## src/rtl/vic_pkg.sv

```systemverilog
package vic_pkg;

    localparam int BANK_W    = 32;
    localparam int NUM_BANKS = 2;
    localparam int NUM_SRC   = BANK_W * NUM_BANKS;
    localparam int IDX_W     = 4;

    typedef logic [BANK_W-1:0] bank_vec_t;

    typedef enum logic [IDX_W-1:0] {
        RG_NRM_ST    = 4'd0,
        RG_FST_ST    = 4'd1,
        RG_RAW       = 4'd2,
        RG_ROUTE     = 4'd3,
        RG_EN_SET    = 4'd4,
        RG_EN_CLR    = 4'd5,
        RG_SW_SET    = 4'd6,
        RG_SW_CLR    = 4'd7,
        RG_LEVEL     = 4'd8,
        RG_BOTH      = 4'd9,
        RG_POL       = 4'd10,
        RG_LATCH_CLR = 4'd11,
        RG_LATCH_ST  = 4'd12
    } reg_idx_e;

    typedef struct packed {
        bank_vec_t en;
        bank_vec_t route;
        bank_vec_t trig;
        bank_vec_t level;
        bank_vec_t pol;
        bank_vec_t both;
        bank_vec_t latch;
        bank_vec_t raw;
        bank_vec_t nrm_st;
        bank_vec_t fst_st;
    } bank_view_t;

    // Edge detection per bit: both-edge wins, else polarity picks rise or fall.
    function automatic bank_vec_t edge_hits(bank_vec_t cur, bank_vec_t prev,
                                            bank_vec_t pol, bank_vec_t both);
        bank_vec_t rise;
        bank_vec_t fall;
        rise = cur & ~prev;
        fall = ~cur & prev;
        return (both & (rise | fall)) | (~both & pol & rise) | (~both & ~pol & fall);
    endfunction

endpackage

```

## src/rtl/vic_sync.sv

```systemverilog
module vic_sync #(
    parameter int W      = 64,
    parameter int STAGES = 2
) (
    input  logic         clk,
    input  logic         rst,
    input  logic [W-1:0] d,
    output logic [W-1:0] q
);
    logic [W-1:0] stg [STAGES];

    always_ff @(posedge clk) begin
        if (rst) begin
            for (int k = 0; k < STAGES; k++) stg[k] <= '0;
        end else begin
            stg[0] <= d;
            for (int k = 1; k < STAGES; k++) stg[k] <= stg[k-1];
        end
    end

    assign q = stg[STAGES-1];
endmodule

```

## src/rtl/vic_bank.sv

```systemverilog
module vic_bank
    import vic_pkg::*;
#(
    parameter bank_vec_t LEVEL_INIT = '1,
    parameter bank_vec_t POL_INIT   = '1,
    parameter bank_vec_t BOTH_INIT  = '0
) (
    input  logic       clk,
    input  logic       rst,
    input  bank_vec_t  lvl,
    input  logic       wr,
    input  reg_idx_e   idx,
    input  bank_vec_t  wdata,
    output bank_view_t view
);
    bank_vec_t en_q, route_q, trig_q, level_q, pol_q, both_q, latch_q, prev_q;
    bank_vec_t clr_mask, hits, latch_d, raw;

    assign clr_mask = (wr && idx == RG_LATCH_CLR) ? wdata : '0;
    assign hits     = edge_hits(lvl, prev_q, pol_q, both_q);
    // a fresh edge wins over a clear in the same cycle; level sources hold no latch
    assign latch_d  = ((latch_q & ~clr_mask) | hits) & ~level_q;
    assign raw      = (level_q & ~(lvl ^ pol_q)) | (~level_q & latch_q) | trig_q;

    always_ff @(posedge clk) begin
        if (rst) begin
            en_q    <= '0;
            route_q <= '0;
            trig_q  <= '0;
            latch_q <= '0;
            prev_q  <= '0;
            level_q <= LEVEL_INIT;
            pol_q   <= POL_INIT;
            both_q  <= BOTH_INIT;
        end else begin
            prev_q  <= lvl;
            latch_q <= latch_d;
            if (wr) begin
                case (idx)
                    RG_ROUTE:  route_q <= wdata;
                    RG_EN_SET: en_q    <= en_q | wdata;
                    RG_EN_CLR: en_q    <= en_q & ~wdata;
                    RG_SW_SET: trig_q  <= trig_q | wdata;
                    RG_SW_CLR: trig_q  <= trig_q & ~wdata;
                    RG_LEVEL:  level_q <= wdata;
                    RG_BOTH:   both_q  <= wdata;
                    RG_POL:    pol_q   <= wdata;
                    default:   ;
                endcase
            end
        end
    end

    always_comb begin
        view.en     = en_q;
        view.route  = route_q;
        view.trig   = trig_q;
        view.level  = level_q;
        view.pol    = pol_q;
        view.both   = both_q;
        view.latch  = latch_q;
        view.raw    = raw;
        view.nrm_st = raw & en_q & ~route_q;
        view.fst_st = raw & en_q & route_q;
    end


    en_set_chk: assert property (@(posedge clk) disable iff (rst)
        (wr && idx == RG_EN_SET) |=> ((en_q & $past(wdata)) == $past(wdata)));


    en_clr_chk: assert property (@(posedge clk) disable iff (rst)
        (wr && idx == RG_EN_CLR) |=> ((en_q & $past(wdata)) == '0));


    trig_clr_chk: assert property (@(posedge clk) disable iff (rst)
        (wr && idx == RG_SW_CLR) |=> ((trig_q & $past(wdata)) == '0));


    latch_hold_chk: assert property (@(posedge clk) disable iff (rst)
        !(wr && idx == RG_LATCH_CLR) |=> (($past(latch_q) & ~$past(level_q) & ~latch_q) == '0));
endmodule

```

## src/rtl/dual_bank_vic.sv

```systemverilog
module dual_bank_vic
    import vic_pkg::*;
#(
    parameter logic [63:0] LEVEL_INIT = 64'hFFFF_FFFF_0000_0000,
    parameter logic [63:0] POL_INIT   = 64'hFFFF_FFFF_FFFF_FFFF,
    parameter logic [63:0] BOTH_INIT  = 64'h0
) (
    input  logic        clk,
    input  logic        rst,
    input  logic [63:0] src_in,
    input  logic        bus_wr,
    input  logic [6:2]  bus_addr,
    input  logic [31:0] bus_wdata,
    output logic [31:0] bus_rdata,
    output logic        irq,
    output logic        fiq
);
    logic [NUM_SRC-1:0] lvl;
    reg_idx_e           idx;
    logic               bank_sel;
    bank_view_t         view [NUM_BANKS];
    bank_view_t         cur;
    logic               any_nrm, any_fst;

    assign idx      = reg_idx_e'(bus_addr[6:3]);
    assign bank_sel = bus_addr[2];

    vic_sync #(.W(NUM_SRC), .STAGES(2)) u_sync (
        .clk (clk),
        .rst (rst),
        .d   (src_in),
        .q   (lvl)
    );

    for (genvar b = 0; b < NUM_BANKS; b++) begin : g_bank
        vic_bank #(
            .LEVEL_INIT (LEVEL_INIT[b*BANK_W +: BANK_W]),
            .POL_INIT   (POL_INIT[b*BANK_W +: BANK_W]),
            .BOTH_INIT  (BOTH_INIT[b*BANK_W +: BANK_W])
        ) u_bank (
            .clk   (clk),
            .rst   (rst),
            .lvl   (lvl[b*BANK_W +: BANK_W]),
            .wr    (bus_wr && (bank_sel == (b != 0))),
            .idx   (idx),
            .wdata (bus_wdata),
            .view  (view[b])
        );
    end

    assign cur = view[bank_sel];

    always_comb begin
        case (idx)
            RG_NRM_ST:   bus_rdata = cur.nrm_st;
            RG_FST_ST:   bus_rdata = cur.fst_st;
            RG_RAW:      bus_rdata = cur.raw;
            RG_ROUTE:    bus_rdata = cur.route;
            RG_EN_SET:   bus_rdata = cur.en;
            RG_SW_SET:   bus_rdata = cur.trig;
            RG_LEVEL:    bus_rdata = cur.level;
            RG_BOTH:     bus_rdata = cur.both;
            RG_POL:      bus_rdata = cur.pol;
            RG_LATCH_ST: bus_rdata = cur.latch;
            default:     bus_rdata = '0;
        endcase
    end

    always_comb begin
        any_nrm = 1'b0;
        any_fst = 1'b0;
        for (int b = 0; b < NUM_BANKS; b++) begin
            any_nrm = any_nrm | (|view[b].nrm_st);
            any_fst = any_fst | (|view[b].fst_st);
        end
    end

    always_ff @(posedge clk) begin
        if (rst) begin
            irq <= 1'b0;
            fiq <= 1'b0;
        end else begin
            irq <= any_nrm;
            fiq <= any_fst;
        end
    end


    trig_to_irq_chk: assert property (@(posedge clk) disable iff (rst)
        (bus_wr && idx == RG_SW_SET && ((bus_wdata & cur.en & ~cur.route) != '0))
        |=> ##1 irq);


    fiq_quiet_chk: assert property (@(posedge clk) disable iff (rst)
        (view[0].fst_st == '0 && view[1].fst_st == '0) |=> !fiq);
endmodule

```

## config.mk

```make
export PLATFORM = sky130hd
export DESIGN_NAME = dual_bank_vic
export DESIGN_NICKNAME = d
export VERILOG_FILES = /design/src/rtl/vic_pkg.sv /design/src/rtl/vic_sync.sv /design/src/rtl/vic_bank.sv /design/src/rtl/dual_bank_vic.sv
export SDC_FILE = /design/constraint.sdc
export NUM_CORES = 2
export LEC_CHECK = 0
export BUFFER_PORTS_ARGS = -buffer_cell sky130_fd_sc_hd__buf_2
export CAP_MARGIN = 30
export CORE_ASPECT_RATIO = 1.25
export CORE_MARGIN = 4
export CORE_UTILIZATION = 40
export DETAILED_ROUTE_END_ITERATION = 16
export HOLD_SLACK_MARGIN = 0.06
export PLACE_DENSITY = 0.56
export SYNTH_ARGS = -nofsm -noshare
export SYNTH_HDL_FRONTEND = slang
export SYNTH_SLANG_ARGS = --single-unit
```

## constraint.sdc

```tcl
create_clock -name clk -period 6.42 [get_ports clk]
set_clock_uncertainty 0.1 [all_clocks]
set_input_delay 1.284 -clock clk [delete_from_list [all_inputs] [get_ports clk]]
set_output_delay 1.284 -clock clk [all_outputs]
set_load 0.005 [all_outputs]
```

After elaboration in Yosys (flattened, before gate mapping) --
Memories as Yosys holds them, arrays and structs flattened. Cells that the tools add are included.
Storage, ports and cells: bits in registers 514, RAM bits 128, input bits 104, output and inout bits 34, logic and storage cells 143, memories kept 1
Operators by class: order comparisons 1, eq/ne operators 12, muxes and demuxes 15, bitwise gates (word level) 73, reduce and logical (&&, ||, !) cells 23
Memories:
- u_sync.stg | depth 2, width 64, read ports 2, clocked after Yosys merged registers in 0, wr ports 2, line vic_sync.sv:10 | logic [W-1:0] stg [STAGES];
Operators with widths (number):
- $and A32 B32 Y32 | 32
- $mux W320 | 3
- $not A32 Y32 | 17
- $or A32 B32 Y32 | 16
- $pmux W32 S10 | 1
- $pmux W32 S2 | 4
- $mux W64 | 2
- $reduce_or A32 Y1 | 4
- $mux W32 | 2
- $xor A32 B32 Y32 | 2
- $reduce_and A2 Y1 | 12
- $eq A4 B4 Y1 const B | 5
- $eq A4 B3 Y1 const B | 4
- $eq A4 B2 Y1 const B | 2
- $eq A4 B1 Y1 const B | 1
- $logic_and A1 B1 Y1 | 4
- $logic_not A4 Y1 | 1
- $or A1 B1 Y1 | 4
- $reduce_bool A2 Y1 | 2
- $mux W1 | 3
- $ge A2 B2 Y1 const B | 1
- $not A1 Y2 | 1
- $not A1 Y1 | 1

Longest topological paths before layout --
depth in word-level cells 11, depth in mapped cells 10, gate-level depth less buffers 7

Hierarchy --
From an unflattened synthesis, not the netlist that was laid out.
Second synthesis, totals: cells, all modules 3821, area, all modules 34075.2 µm²
By module, submodules not included:
- vic_bank (g_bank[0].u_bank) | instances 1, cells an instance 1404, area each 12408.2 µm², sequential area each 5124.9 µm²
- vic_bank (g_bank[1].u_bank) | instances 1, cells an instance 1373, area each 12293.0 µm², sequential area each 5124.9 µm²
- dual_bank_vic | instances 1, cells an instance 710, area each 5429.0 µm², sequential area each 40.0 µm²
- vic_sync | instances 1, cells an instance 334, area each 3945.0 µm², sequential area each 2562.5 µm²

Worst setup path after synthesis --
Ideal clock, no wire load.
kind input port to output port, from in bus_addr[3] (netlist bit), to out bus_rdata[24], data arrival time 2.872 ns, data required time 5.036 ns, slack 2.164 ns, stages 9, path buffers 3, cell sequence buf_2 nor4b_1 clkbuf_1 buf_2 a22oi_1 o211ai_1 o21ai_1 o211a_1 o21ai_1
On the way: word-level cells in the longest chain between the ends 2, elaborated cells on any way between the ends 11, classes of those cells eq/ne (9); mux (1); reduce/logical (1)
RTL lines:
- start: declaration | line dual_bank_vic.sv:12 | input logic [6:2] bus_addr,
- $eq A4 B4 Y1 (tied with other cells) | line dual_bank_vic.sv:54 | case (idx)
- $pmux W32 S10 (*) | line dual_bank_vic.sv:54
- end: declaration | line dual_bank_vic.sv:14 | output logic [31:0] bus_rdata,
Mark *: on every way between the ends. The rest lies on a longest branch, timed or not.

Worst setup path after layout --
from in bus_addr[3] (netlist bit), to out bus_rdata[4]
The elaborated chain is that of the path after synthesis.

==> impl_metrics.sql <==
INSERT INTO impl_metrics (metric_group, metric, value, unit) VALUES
('status', 'outcome', 'complete, no violations', ''),
('critical_path', 'critPathRequiredTime', '5.04', 'ns'),
('die', 'die_width', '261', 'um'),
('cts', 'clkSinkCount', '642', ''),
('cts', 'cts_post_setup_buffers_inserted', '0', ''),
('placed_design', 'port_buffers', '137', ''),
('worst_hold_path', 'whs_path_depth', '1', ''),
('critical_path', 'critPathMaxFanout', '59', ''),
('placed_design', 'dp.final_hpwl', '69300', 'um'),
('sta', 'timing_worst_slew_pin_value', '1.08', 'ns'),
('cells_and_area', 'drive_gt1_frac', '0.0931', ''),
('yosys', 'ys_warn_count', '0', ''),
('detailed_routing', 'avgRoutedWirePerCell', '21.8', 'um'),
('yosys', 'part_of_the_yosys_area_used_for_sequential_elements', '0.401', ''),
('yosys', 'synth.distinct_cells', '73', ''),
('global_route', 'total_congestion_overflow', '0', ''),
('cts', 'cts_hold_buffers', '0', ''),
('critical_path', 'worst_r2r_path_depth', '6', ''),
('cts', 'cts.reportedPaths.clkPinSlew', '0.06', 'ns'),
('worst_hold_path', 'worst_hold_path_type', 'reg -> reg', ''),
('die', 'ios', '138', ''),
('sta', 'setup_tns', '0', 'ns'),
('cts', 'postCtsResizedCells', '0', ''),
('global_route', 'grt_usage', '0.244', ''),
('yosys', 'syn_area', '0.0320', 'mm2'),
('die', 'coreArea', '0.0790', 'mm2'),
('yosys', 'postSynth.topFlopCell', 'sky130_fd_sc_hd__dfxtp_1', ''),
('critical_path', 'worst_setup_path_startpoint', 'bus_addr[3]', ''),
('cts', 'clock_tree.buffer_depth', '3', ''),
('critical_path', 'startpoint_type', 'input pin', ''),
('critical_path', 'endpoint_of_the_most_critical_register_to_register_path', 'fiq', ''),
('sta', 'setup_violations', '0', ''),
('die', 'initial_utilization', '0.405', ''),
('sta', 'min_period', '5.49', 'ns'),
('cts', 'cts_root_buffer', 'sky130_fd_sc_hd__clkbuf_16', ''),
('global_route', 'largest_net_degree_at_the_start_of_global_routing', '123', ''),
('sta', 'hold_violations', '0', ''),
('cts', 'clkLatencyLatePin', '0.63', 'ns'),
('yosys', 'synthesis.nets', '4067', ''),
('detailed_routing', 'routed_via_density', '5.76', ''),
('cells_and_area', 'fin_util', '0.457', ''),
('detailed_routing', 'initialDrtViolationCount', '2755', ''),
('detailed_routing', 'antenna_violating_nets_post_route', '0', ''),
('global_route', 'antenna_found_initial', '7', ''),
('yosys', 'synth_cells', '3835', ''),
('cells_and_area', 'design_area', '0.0361', 'mm2'),
('critical_path', 'rrSetupSlack', '2.65', 'ns'),
('sta', 'grt_setup_unrepaired', 'false', ''),
('cells_and_area', 'area_growth', '12.7', '%'),
('yosys', 'synth_top_area_share', '0.401', ''),
('sta', 'slew_viol_final', '0', ''),
('die', 'die_h', '324', 'um'),
('pwr', 'p_per_area', '252', 'mW/mm2'),
('critical_path', 'startpoint_to_endpoint_class_of_the_critical_path', 'in -> out', ''),
('yosys', 'synth_enable_flop_cells', '0', ''),
('cts', 'tritoncts', 'built', ''),
('pwr', 'total_power', '9.08', 'mW'),
('die', 'floorplan.rows', '115', ''),
('cts', 'clock_tree.htree_level_count', '3', ''),
('global_route', 'global_route_wire_length_before_repair', '163000', 'um'),
('die', 'design.die.area', '0.0847', 'mm2'),
('placed_design', 'gp_routability_congestion', '0.879', ''),
('sta', 'layout_worst_path_cycle_share', '0.854', ''),
('global_route', 'first_global_vias', '26400', ''),
('sta', 'holdWs', '0.333', 'ns'),
('detailed_routing', 'vias', '28300', ''),
('yosys', 'synth.top_cells.by_area', 'sky130_fd_sc_hd__dfxtp_1 40%, sky130_fd_sc_hd__a21oi_1 7.2%, sky130_fd_sc_hd__nor2b_1 6.4%', ''),
('detailed_routing', 'drc_errors', '0', ''),
('critical_path', 'setup.worst_path.end', 'bus_rdata[4]', ''),
('critical_path', 'timing.critical_path.arrival', '4.10', 'ns'),
('cts', 'cts_buffers', '71', '');
==> logic make-up after synthesis <==
| group | synth area share |
|---|---|
| AO/OA/AOI/OAI | 0.220 |
| XOR/XNOR | 0.0175 |
| adder cells (fa/ha/maj) | 0.0500 |
| buffers and inverters | 0.0542 |
| flip-flops | 0.401 |
| multiplexers | 0.0490 |
| AND/OR/NAND/NOR | 0.208 |
==> synth_stat cells (all sizes together), types with 41 or more instances <==
cell,n
a211o,94
a211oi,103
a21oi,461
a22oi,41
a311oi,130
buf,52
clkbuf,258
dfxtp,642
ha,128
inv,137
mux2i,150
nand2,530
nand3,41
nand3b,49
nor2,137
nor2b,329
nor3,120
o21ai,63
o22ai,70
xnor2,64
==> per-stage QoR <==
| stage | worst slack (ns) | instances |
|---|---|---|
| 2_1_floorplan | 2.16 | 3835 |
| 3_3_place_gp | 1.04 | 4782 |
| 3_5_place_dp | 1.00 | 4785 |
| 4_1_cts | 1.00 | 4909 |
| 5_1_grt | 0.822 | 4909 |
| 6_report | 0.934 | 4910 |
==> area by class of cell <==
cell class	instances	area [um2]
antenna	1	2.50
clock buffer	101	2120
clock inverter	23	269
fill	7751	42900
inverter	137	517
multi-input combinational	2746	17600
sequential	642	12900
tap	1053	1320
timing repair buffer	207	1390
==> where the power goes <==
part / internal, mW / total (mW) / switching (mW)
Combinational: 0.250 / 0.709 / 0.459
Clock: 2.50 / 4.23 / 1.73
Sequential: 4.07 / 4.14 / 0.0682
Total: 6.83 / 9.08 / 2.25
==> metal layers <==
metal,vias to the layer above,track usage,routed length (um)
li1,13600,-,-
met1,13500,0.332,46500
met2,1020,0.398,49600
met4,8,0.0822,3350
met5,-,0,57
met3,186,0.0360,7500
==> worst max-delay path: stages <==
cell	delay, ns
sky130_fd_sc_hd__buf_4	0.62
sky130_fd_sc_hd__and4bb_1	0.62
sky130_fd_sc_hd__a221oi_1	0.40
sky130_fd_sc_hd__nor2_1	0.10
sky130_fd_sc_hd__or4_1	0.51
sky130_fd_sc_hd__a21oi_1	0.15
sky130_fd_sc_hd__o211ai_1	0.19
sky130_fd_sc_hd__buf_2	0.18
==> how the worst min path moves through the flow <==
stage,startpoint,endpoint,slack [ns]
after floorplan,u_sync.stg[0][36],u_sync.stg[0][100],0.31
after global placement,u_sync.stg[0][42],u_sync.stg[0][106],0.32
after detailed placement,u_sync.stg[0][19],u_sync.stg[0][83],0.32
after CTS,u_sync.stg[0][19],u_sync.stg[0][83],0.33
after global routing,u_sync.stg[0][12],u_sync.stg[0][76],0.34
final,u_sync.stg[0][21],u_sync.stg[0][85],0.33
==> layout by cell type, fill, tap and decap left out, types with 24 or more instances in the layout <==
cell | netlist | final
sky130_fd_sc_hd__nor2b_1 | 329 | 329
sky130_fd_sc_hd__a22oi_1 | 41 | 41
sky130_fd_sc_hd__nor2_1 | 135 | 125
sky130_fd_sc_hd__buf_4 | 2 | 57
sky130_fd_sc_hd__nand3_1 | 41 | 39
sky130_fd_sc_hd__buf_2 | 39 | 135
sky130_fd_sc_hd__nand2_1 | 530 | 528
sky130_fd_sc_hd__a21oi_1 | 461 | 461
sky130_fd_sc_hd__a211oi_1 | 96 | 96
sky130_fd_sc_hd__a211o_1 | 94 | 94
sky130_fd_sc_hd__ha_1 | 128 | 128
sky130_fd_sc_hd__o22ai_1 | 70 | 70
sky130_fd_sc_hd__o21ai_0 | 44 | 44
sky130_fd_sc_hd__mux2i_1 | 150 | 150
sky130_fd_sc_hd__inv_1 | 136 | 136
sky130_fd_sc_hd__nor3b_1 | 24 | 24
sky130_fd_sc_hd__nor3_1 | 119 | 118
sky130_fd_sc_hd__xnor2_1 | 64 | 64
sky130_fd_sc_hd__nand3b_1 | 49 | 49
sky130_fd_sc_hd__clkbuf_16 | 0 | 74
sky130_fd_sc_hd__dfxtp_1 | 642 | 642
sky130_fd_sc_hd__a311oi_1 | 130 | 130
Power figures use the tool's default switching activity.
